<file path="config.mk">
export PLATFORM = sky130hd
export DESIGN_NAME = fdc_host_if
export DESIGN_NICKNAME = d
export VERILOG_FILES = /design/src/rtl/fdc_host_if.sv
export SDC_FILE = /design/constraint.sdc
export NUM_CORES = 1
export LEC_CHECK = 0
export BUFFER_PORTS_ARGS = -buffer_cell sky130_fd_sc_hd__buf_2
export CAP_MARGIN = 25
export CORE_AREA = 5 5 142 144
export DETAILED_ROUTE_END_ITERATION = 10
export DIE_AREA = 0 0 147 149
export GPL_TIMING_DRIVEN = 0
export PLACE_DENSITY = 0.7
export SYNTH_ARGS = -nofsm -noshare
export SYNTH_HDL_FRONTEND = slang
export SYNTH_SLANG_ARGS = --single-unit
</file>
<file path="constraint.sdc">
create_clock -name clk -period 7.3 [get_ports clk]
set_input_delay 0.73 -clock clk [delete_from_list [all_inputs] [get_ports clk]]
set_output_delay 0.73 -clock clk [all_outputs]
set_load 0.05 [all_outputs]
</file>
<file path="src/rtl/fdc_host_if.sv">
module fdc_host_if #(
  parameter int DEPTH = 16
) (
  input  logic       clk,
  input  logic       rst_n,
  input  logic       cs,
  input  logic       we,
  input  logic       addr,
  input  logic [7:0] wdata,
  output logic [7:0] rdata,
  input  logic [7:0] res_byte,
  output logic [2:0] res_idx,
  output logic       exec_act,
  input  logic       eng_wr,
  input  logic [7:0] eng_wdata,
  input  logic       eng_rd,
  output logic [7:0] eng_rdata,
  input  logic       exec_done,
  input  logic [1:0] seek_done,
  output logic       dma_req,
  output logic       err
);
  localparam int AW = $clog2(DEPTH);
  localparam int CW = AW + 1;

  typedef enum logic [1:0] {PH_CMD, PH_EXE, PH_RES} ph_t;

  // {cmd_len[3:0], res_len[2:0], has_exec, disk_to_host}
  function automatic logic [8:0] look(input logic [4:0] op);
    case (op)
      5'h03:   look = {4'd3, 3'd0, 1'b0, 1'b0};
      5'h13:   look = {4'd4, 3'd0, 1'b0, 1'b0};
      5'h07:   look = {4'd2, 3'd0, 1'b0, 1'b0};
      5'h0F:   look = {4'd3, 3'd0, 1'b0, 1'b0};
      5'h08:   look = {4'd1, 3'd2, 1'b0, 1'b0};
      5'h06:   look = {4'd9, 3'd7, 1'b1, 1'b1};
      5'h05:   look = {4'd9, 3'd7, 1'b1, 1'b0};
      default: look = {4'd1, 3'd1, 1'b0, 1'b0};
    endcase
  endfunction

  ph_t           ph;
  logic [3:0]    bcnt;
  logic [4:0]    opc;
  logic          drv, nd, fen;
  logic [AW-1:0] thm1, wp, rp;
  logic [CW-1:0] cnt;
  logic [2:0]    ridx;
  logic [1:0]    dbusy;
  logic [7:0]    mem [DEPTH];

  logic [8:0]    lk, lo;
  logic [CW-1:0] cap, thr, free;
  logic          dir_rd, ready, xreq, rdy, ok, good, last, seeky, enter_exe, push, pop;
  logic [1:0]    set_vec;
  logic [7:0]    stat;

  assign lk     = look(bcnt == 4'd0 ? wdata[4:0] : opc);
  assign lo     = look(opc);
  assign dir_rd = lo[0];
  assign cap    = fen ? CW'(DEPTH) : CW'(1);
  assign thr    = fen ? CW'(thm1) + CW'(1) : CW'(1);
  assign free   = cap - cnt;
  assign ready  = dir_rd ? (cnt != '0) : (cnt < cap);
  assign xreq   = dir_rd ? (cnt >= thr) : (free >= thr);

  assign rdy  = (ph == PH_CMD) || (ph == PH_RES) || (ph == PH_EXE && nd && ready);
  assign stat = {rdy, (ph == PH_RES) || (ph == PH_EXE && dir_rd), (ph == PH_EXE) && nd,
                 (ph != PH_CMD) || (bcnt != 4'd0), 2'b00, dbusy};

  always_comb begin
    case (ph)
      PH_CMD:  ok = we;
      PH_RES:  ok = !we;
      PH_EXE:  ok = ready && (we != dir_rd);
      default: ok = 1'b0;
    endcase
  end

  assign good      = cs && addr && ok;
  assign last      = bcnt == lk[8:5] - 4'd1;
  assign enter_exe = (ph == PH_CMD) && good && last && lk[1];
  assign seeky     = (opc == 5'h07) || (opc == 5'h0F);
  assign set_vec   = ((ph == PH_CMD) && good && last && bcnt != 4'd0 && seeky)
                     ? ((bcnt == 4'd1 ? wdata[0] : drv) ? 2'b10 : 2'b01) : 2'b00;

  assign push = (ph == PH_EXE) && (dir_rd ? eng_wr : good) && (cnt < cap);
  assign pop  = (ph == PH_EXE) && (dir_rd ? good : eng_rd) && (cnt != '0);

  assign rdata     = !addr ? stat : (ph == PH_RES) ? res_byte : (ph == PH_EXE) ? mem[rp] : 8'h00;
  assign eng_rdata = mem[rp];
  assign exec_act  = ph == PH_EXE;
  assign res_idx   = ridx;
  assign dma_req   = (ph == PH_EXE) && !nd && xreq;

  always_ff @(posedge clk) begin
    if (!rst_n) begin
      ph <= PH_CMD; bcnt <= '0; opc <= '0; drv <= 1'b0; nd <= 1'b0;
      fen <= 1'b0; thm1 <= '0; ridx <= '0; err <= 1'b0;
    end else begin
      if (cs && addr && !ok) err <= 1'b1;
      case (ph)
        PH_CMD: if (good) begin
          if (bcnt == 4'd0) opc <= wdata[4:0];
          if (bcnt == 4'd1) drv <= wdata[0];
          if (bcnt == 4'd2 && opc == 5'h03) nd <= wdata[0];
          if (bcnt == 4'd2 && opc == 5'h13) begin
            fen  <= wdata[4];
            thm1 <= wdata[AW-1:0];
          end
          if (last) begin
            bcnt <= '0;
            ridx <= '0;
            if (lk[1]) ph <= PH_EXE;
            else if (lk[4:2] != 3'd0) ph <= PH_RES;
          end else begin
            bcnt <= bcnt + 4'd1;
          end
        end
        PH_EXE: if (exec_done) begin
          ph   <= PH_RES;
          ridx <= '0;
        end
        PH_RES: if (good) begin
          if (ridx == lo[4:2] - 3'd1) ph <= PH_CMD;
          else ridx <= ridx + 3'd1;
        end
        default: ph <= PH_CMD;
      endcase
    end
  end

  always_ff @(posedge clk) begin
    if (!rst_n) dbusy <= 2'b00;
    else        dbusy <= (dbusy & ~seek_done) | set_vec;
  end

  always_ff @(posedge clk) begin
    if (!rst_n || enter_exe) begin
      wp <= '0; rp <= '0; cnt <= '0;
    end else begin
      if (push) wp <= wp + AW'(1);
      if (pop)  rp <= rp + AW'(1);
      cnt <= cnt + CW'(push) - CW'(pop);
    end
  end

  always_ff @(posedge clk) begin
    if (push) mem[wp] <= dir_rd ? eng_wdata : wdata;
  end
endmodule

</file>
Word-level counts from Yosys, hierarchy flattened
Memories as Yosys holds them, arrays and structs flattened. A register that Yosys moved wholly into a read port is not among the register bits.
Cells that the tools add are included.
- bits in latches: 0
- register bits after elaboration: 37
- bits in writable memories: 128
- bits of input ports: 34
- logic and storage cells: 138
- memories kept: 1
- bits in read-only memories: 0
- output and inout port bits: 22
- $add $sub $neg: 10
- bitwise gates (word level): 3
- div/mod/pow operators: 0
- reductions and logical operators: 44
- eq/ne operators: 28
- multiply operators: 0
- shift-type cells: 0
- multiplexer cells: 36
- order comparisons: 3
- memory list (memory ; words ; bits a word ; rd ports ; clocked after Yosys merged registers in ; write ports ; RTL line ; source):
    mem ; 16 ; 8 ; 1 ; 1 ; 1 ; 50 ; logic [7:0] mem [DEPTH];
- operators with widths (cell ; count):
    9-bit case mux with 6 select lines ; 1
    8-bit 2-to-1 mux ; 4
    5-bit by 3-bit equality test with 1-bit output, second input constant ; 6
    5-bit case mux with 6 select lines ; 1
    5-bit by 4-bit equality test with 1-bit output, second input constant ; 4
    1-bit logical AND ; 20
    2-bit 2-to-1 mux ; 9
    3-bit 2-to-1 mux ; 5
    5-bit 2-to-1 mux ; 3
    4-bit by 1-bit adder with 4-bit output, second input constant ; 3
    4-bit 2-to-1 mux ; 3
    6-bit AND reduction ; 2
    5-bit by 2-bit equality test with 1-bit output, second input constant ; 2
    5-bit equality test, second input constant ; 2
    5-bit >= comparator ; 2
    3-bit case mux with 3 select lines ; 1
    2-bit inequality test, second input constant ; 4
    1-bit 2-to-1 mux ; 7
    1-bit logical OR ; 6
    2-bit case mux with 3 select lines ; 1
    3-bit AND reduction ; 2
    3-bit nonzero test ; 2
    4-bit by 1-bit adder with 5-bit output, second input constant ; 1
    5-bit by 1-bit adder with 5-bit output ; 1
    other kinds (27) ; 32

Depth between registers and ports, before layout
- depth after elaboration: 13
- gate-level depth with buffers: 17
- gate-level depth less buffers: 17

Worst setup path after synthesis
No wires, ideal clock.
- path kind: register to output
- from: register fen
- to: output dma_req
- required time: 6.570 ns
- cell stages (with the launch flop): 10
- arrival time: 3.003 ns
- buffers on the path: 0
- slack: 3.567 ns
- cells stage by stage: dfxtp_1 ha_1 inv_1 ha_1 ha_1 a21o_1 a21o_1 a21o_1 a211oi_1 nor4_1
- word-level cells in the longest chain between the ends: 5
- elaborated cells between the ends (all ways): 7
- those cells by class: 1 x add/sub; 2 x order compare; 3 x mux; 1 x reduce/logical
- RTL lines (element ; RTL line ; source):
    from (decl) ; 45 ; logic drv, nd, fen;
    from (signal assigned) ; 108 ; fen <= wdata[4];
    5-bit 2-to-1 mux ; 61 ; assign cap = fen ? CW'(DEPTH) : CW'(1);
    5-bit subtractor ; 63 ; assign free = cap - cnt;
    5-bit >= comparator ; 65 ; assign xreq = dir_rd ? (cnt >= thr) : (free >= thr);
    1-bit 2-to-1 mux * ; 65 ;
    1-bit logical AND * ; 94 ; assign dma_req = (ph == PH_EXE) && !nd && xreq;
    to (decl) ; 20 ; output logic dma_req,
Every way passes the cells marked *; elsewhere a longest branch is shown, timed or not.

Worst setup path in the final report
- from: register bcnt[0]
- to: register rp[1]
- word-level cells in the longest chain between the ends: 10
- elaborated cells between the ends (all ways): 16
- those cells by class: 1 x add/sub; 8 x eq/ne; 2 x mux; 5 x reduce/logical
- RTL lines (element ; RTL line ; source):
    from (decl) ; 43 ; logic [3:0] bcnt;
    from (signal assigned) ; 117 ; bcnt <= bcnt + 4'd1;
    4-bit logical NOT ; 58 ; assign lk = look(bcnt == 4'd0 ? wdata[4:0] : opc);
    5-bit 2-to-1 mux ; - ;
    5-bit by 4-bit equality test with 1-bit output / 5-bit by 2-bit equality test with 1-bit output (equally long branches) ; 30 ; case (op)
    2-bit OR reduction (no line) ; - ;
    9-bit case mux with 6 select lines ; 30 ;
    4-bit by 1-bit subtractor with 4-bit output ; 81 ; assign last = bcnt == lk[8:5] - 4'd1;
    4-bit equality test ; 81 ;
    1-bit logical AND ; 82 ; assign enter_exe = (ph == PH_CMD) && good && last && lk[1];
    1-bit logical AND * ; 82 ;
    1-bit logical OR * ; 139 ; if (!rst_n || enter_exe) begin
    to (signal assigned) ; 143 ; if (pop) rp <= rp + AW'(1);
    to (decl) ; 46 ; logic [AW-1:0] thm1, wp, rp;
Marks and branches as above.
A chain may end at the register's enable or synchronous reset.

==> results.txt <==
* Number of H-tree levels: 4
- Total Routing Usage GR: 18.0%
- Total negative setup slack: 0 ns
- The cell family contributing the most delay on the critical path is simple AND/OR/NAND/NOR gates.
* Critical path start-end classification: flip-flop to flip-flop
* Total of flip-flops plus latches after synthesis: 169
- Synthesis-to-finish area growth: 14.4%
* Port buffer count: 52
- Share of flip-flops with an asynchronous set or reset after synthesis: 0%
- Fmax: 257 MHz
* Critical path endpoint category: flip-flop
- After clock tree synthesis, the setup repair step added 0 buffers.
* Routed via count: 5234
* Estimated wirelength of the detail-placed design: 13400 um
- Worst max-slew margin expressed relative to the limit: 28.8%
- Number of synthesized flops with an enable pin: 128
- Placed cell area: 8710 sq um
- For the worst setup path, the data required time is 7.62 ns.
- Horizontal die dimension: 147 um
* Worst-Margin Slew: 1.06 ns
* RSZ-0062 raised after global routing: false
* Class of the tightest hold or removal check: flip-flop to flip-flop
* Number of buffers added by the clock tree synthesis step: 17
* Vias in the first global route: 5316
- Total area of multi-input combinational cells: 3270 sq um
- Primary flip-flop cell chosen by synthesis mapping: sky130_fd_sc_hd__edfxtp_1
- In the routed design, unresolved DRC markers number 0.
* Worst R2R Path Depth: 13
* Die span in y: 149 um
- The flow ran to the end, and the final reports show no timing, DRC or antenna violations.
- Final global-route overflow total: 0
* Maxcap violations: 0
* Register-to-register setup slack: between 3 and 4 ns
- The first global-routing pass estimated slightly below 30000 um of wire.
- For this design the ratio of total power to cell area is about 220 nW/um^2.
- Counting distinct cell types in the post-synthesis netlist gives 68.
- For the final database, setup skew stands at 0.0103 ns.
* Number of gates resized after cts: 0
* Worst r2r src: bcnt[0]$_SDFFE_PN0P_
- Vias/cell: 5.68
- Share of cells above drive strength 1: around 22%
- The largest individual stage delay along the critical path comes from the cell sky130_fd_sc_hd__o41ai_4.
- Critical path startpoint category: flip-flop
- The top cell types in the final layout, fill and taps aside, are 128 x sky130_fd_sc_hd__edfxtp_1, 60 x sky130_fd_sc_hd__buf_2, 56 x sky130_fd_sc_hd__nand2_1.
* GP Congestion: 0.869
- Crit-path most repeated cell: sky130_fd_sc_hd__ha_1
- Entering global routing, the biggest net connects 17 pins.
* Number of antenna violations at the first check in global routing: 0
* Number of sinks driven by the clock tree: 169
* Post-layout instance area: 9310 sq um
* NumNets Final: 742
- After clock tree synthesis, the clock-pin slew on the worst setup and hold paths is ~0.070 ns.
* Clock latency of the later-clocked register in the worst-skew pair: about 0.43 ns
- For this run, the register share of the synthesized area comes to 57.3%.
- The first detailed-routing pass ran for 5 iterations.
* Mean area per synthesized cell: 13.6 sq um
* Arrival time at the worst endpoint: between 4 and 5 ns
* Number of warnings issued by yosys: 0
- DRC violation total after the first TritonRoute iteration: 314
* Cells along the critical path: inv_1, ha_1, nor3b_2, clkbuf_1, nand3_1, o32a_1, ha_1, xnor2_1, nand4b_1, and2_4, o41ai_4, buf_4, nor2_1
- Counting the fill cells in the layout gives 1530.
* Total inserted antenna cells: 0
* Total wire length: between 15000 and 20000 um
- Number of buffers on the longest clock path: 2
- After detailed routing, the average wire length per cell comes to 20.9 um.
- The worst path uses 53.2% of the clock period.
* Net count of the mapped netlist: 668
- Io pins: 56
- After floorplanning, the core was sized to cover 18600 sq um.
* Initial Utilization: 43.8%
- Hold path cells: 2
- The startpoint identified for the worst hold timing path is err$_SDFFE_PN0P_.
- Period minus WS final: 3.89 ns
* # rows: 50
- For this design, the CTS-stage hold fixing added 0 buffers.
* Static leakage power: 0.00329 uW
* Die Footprint: roughly 22000 sq um
- Number of max-slew violations in the final report: 0
- The count of final hold-check violations is 0.
- Area taken by flip-flops and latches: 4660 sq um
- In the synthesized netlist, the number of instances is 600.
- Together, buffers and inverters on the worst path number 3.
- Setup crit start: bcnt[0]$_SDFFE_PN0P_
- The endpoint identified for the worst register-to-register timing path is rp[1]$_SDFFE_PP0N_.
- Final setup violation count: 0
* Post-synthesis instance area: 8140 sq um
- The library cell used most frequently in the layout, excluding fill and tap cells, is sky130_fd_sc_hd__edfxtp_1.
* Worst vdd rail ir drop: around 170 uV
* WHS Endpoint: err$_SDFFE_PN0P_
- Antenna viol nets, final: 0
- In this run the worst path has a maximum fanout of 10.
- Largest stage delay, worst path: 0.56 ns
- CTS tree: yes
- The root buffer cell chosen for the clock tree is sky130_fd_sc_hd__clkbuf_16.
how the worst max path moves through the flow:
stage,cells past startpoint,endpoint
finish,13,rp[1]$_SDFFE_PP0N_
global route,6,rdata[7]
CTS,6,rdata[7]
detailed placement,13,flip-flop
global placement,6,mem[3][0]$_DFFE_PP_
floorplan,9,dma_req
cell type report:
cell class                      count  area share (%)
Clock inverter                     12            1.48
Timing Repair Buffer               55            3.04
Buffer                             33            1.64
Sequential cell                   169            50.1
Tap cell                          234            3.15
Inverter                           18           0.726
Multi-Input combinational cell    380            35.2
Clock buffer                       20            4.69
cell families (layout without fill, tap and decap cells):
| group | count (synthesis) | after routing | share of synthesized area [%] |
|---|---|---|---|
| compound gates | 74 | 74 | 6.70 |
| xor+xnor | 26 | 26 | 2.80 |
| fa+ha+maj | 34 | 34 | 5.32 |
| buf+inv | 51 | 138 | 2.71 |
| flops | 169 | 169 | 57.3 |
| mux | 53 | 53 | 12.7 |
| simple gates | 193 | 193 | 12.5 |
metrics by stage:
stage                     total power (uW)  setup WS, ns  hold slack (ns)  std cells  utilization [%]
final                                 2020          3.41            0.491        921             50.1
after detailed placement              1150          3.55            0.479        886             46.9
after global routing                  2080          3.26            0.515        921             50.1
after CTS                             2020          3.41            0.496        918             50.0
after global placement                1150          3.50            0.474        886             46.8
after floorplan                       1120          3.57            0.454        600                -
power breakdown:
group / switching [uW] / internal, uW / total, uW
Sequential: 2.03 / 1030 / 1040
Clock: 376 / 509 / 885
Combinational: 63.6 / 31.5 / 95.0
layer usage:
metal  wire (um)  part of all wire [%]  track usage (%)
met2        9800                    51             31.2
met5           0                     0                0
met1        7890                    41             22.3
met4         399                   2.1             5.82
met3        1150                   6.0             4.41
worst register-to-register path: cells and delay by family (launching register included):
| kind | cells | cell delay [ns] |
|---|---|---|
| buf+inv | 3 | 0.89 |
| fa+ha+maj | 2 | 0.48 |
| compound gates | 2 | 0.78 |
| flops | 1 | 0.38 |
| simple gates | 5 | 1.10 |
| xor+xnor | 1 | 0.15 |
cells in the mapped netlist (13+ instances only):
master / count / area [sq um]
sky130_fd_sc_hd__mux4_2: 40 / 901
sky130_fd_sc_hd__nand2_1: 56 / 210
sky130_fd_sc_hd__inv_1: 18 / 67.6
sky130_fd_sc_hd__edfxtp_1: 128 / 3840
sky130_fd_sc_hd__nor2b_1: 17 / 106
sky130_fd_sc_hd__a21oi_1: 13 / 65.1
sky130_fd_sc_hd__mux2i_1: 13 / 130
sky130_fd_sc_hd__ha_1: 33 / 413
sky130_fd_sc_hd__clkbuf_1: 17 / 63.8
sky130_fd_sc_hd__nand3_1: 13 / 65.1
sky130_fd_sc_hd__dfxtp_1: 41 / 821
sky130_fd_sc_hd__xnor2_1: 17 / 149
sky130_fd_sc_hd__nor2_1: 46 / 173
sequential cells by signal, indices dropped and copies added, names as in the netlist, named ones only:
| signal | flops |
|---|---|
| rp | 4 |
| ph | 2 |
| err | 1 |
| nd | 1 |
| wp | 4 |
| cnt | 5 |
| res_idx | 3 |
| drv | 1 |
| dbusy | 2 |
| bcnt | 4 |
| mem | 128 |
| thm1 | 4 |
| opc | 5 |
| fen | 1 |
Note: power is estimated with default switching activity, not from simulation.
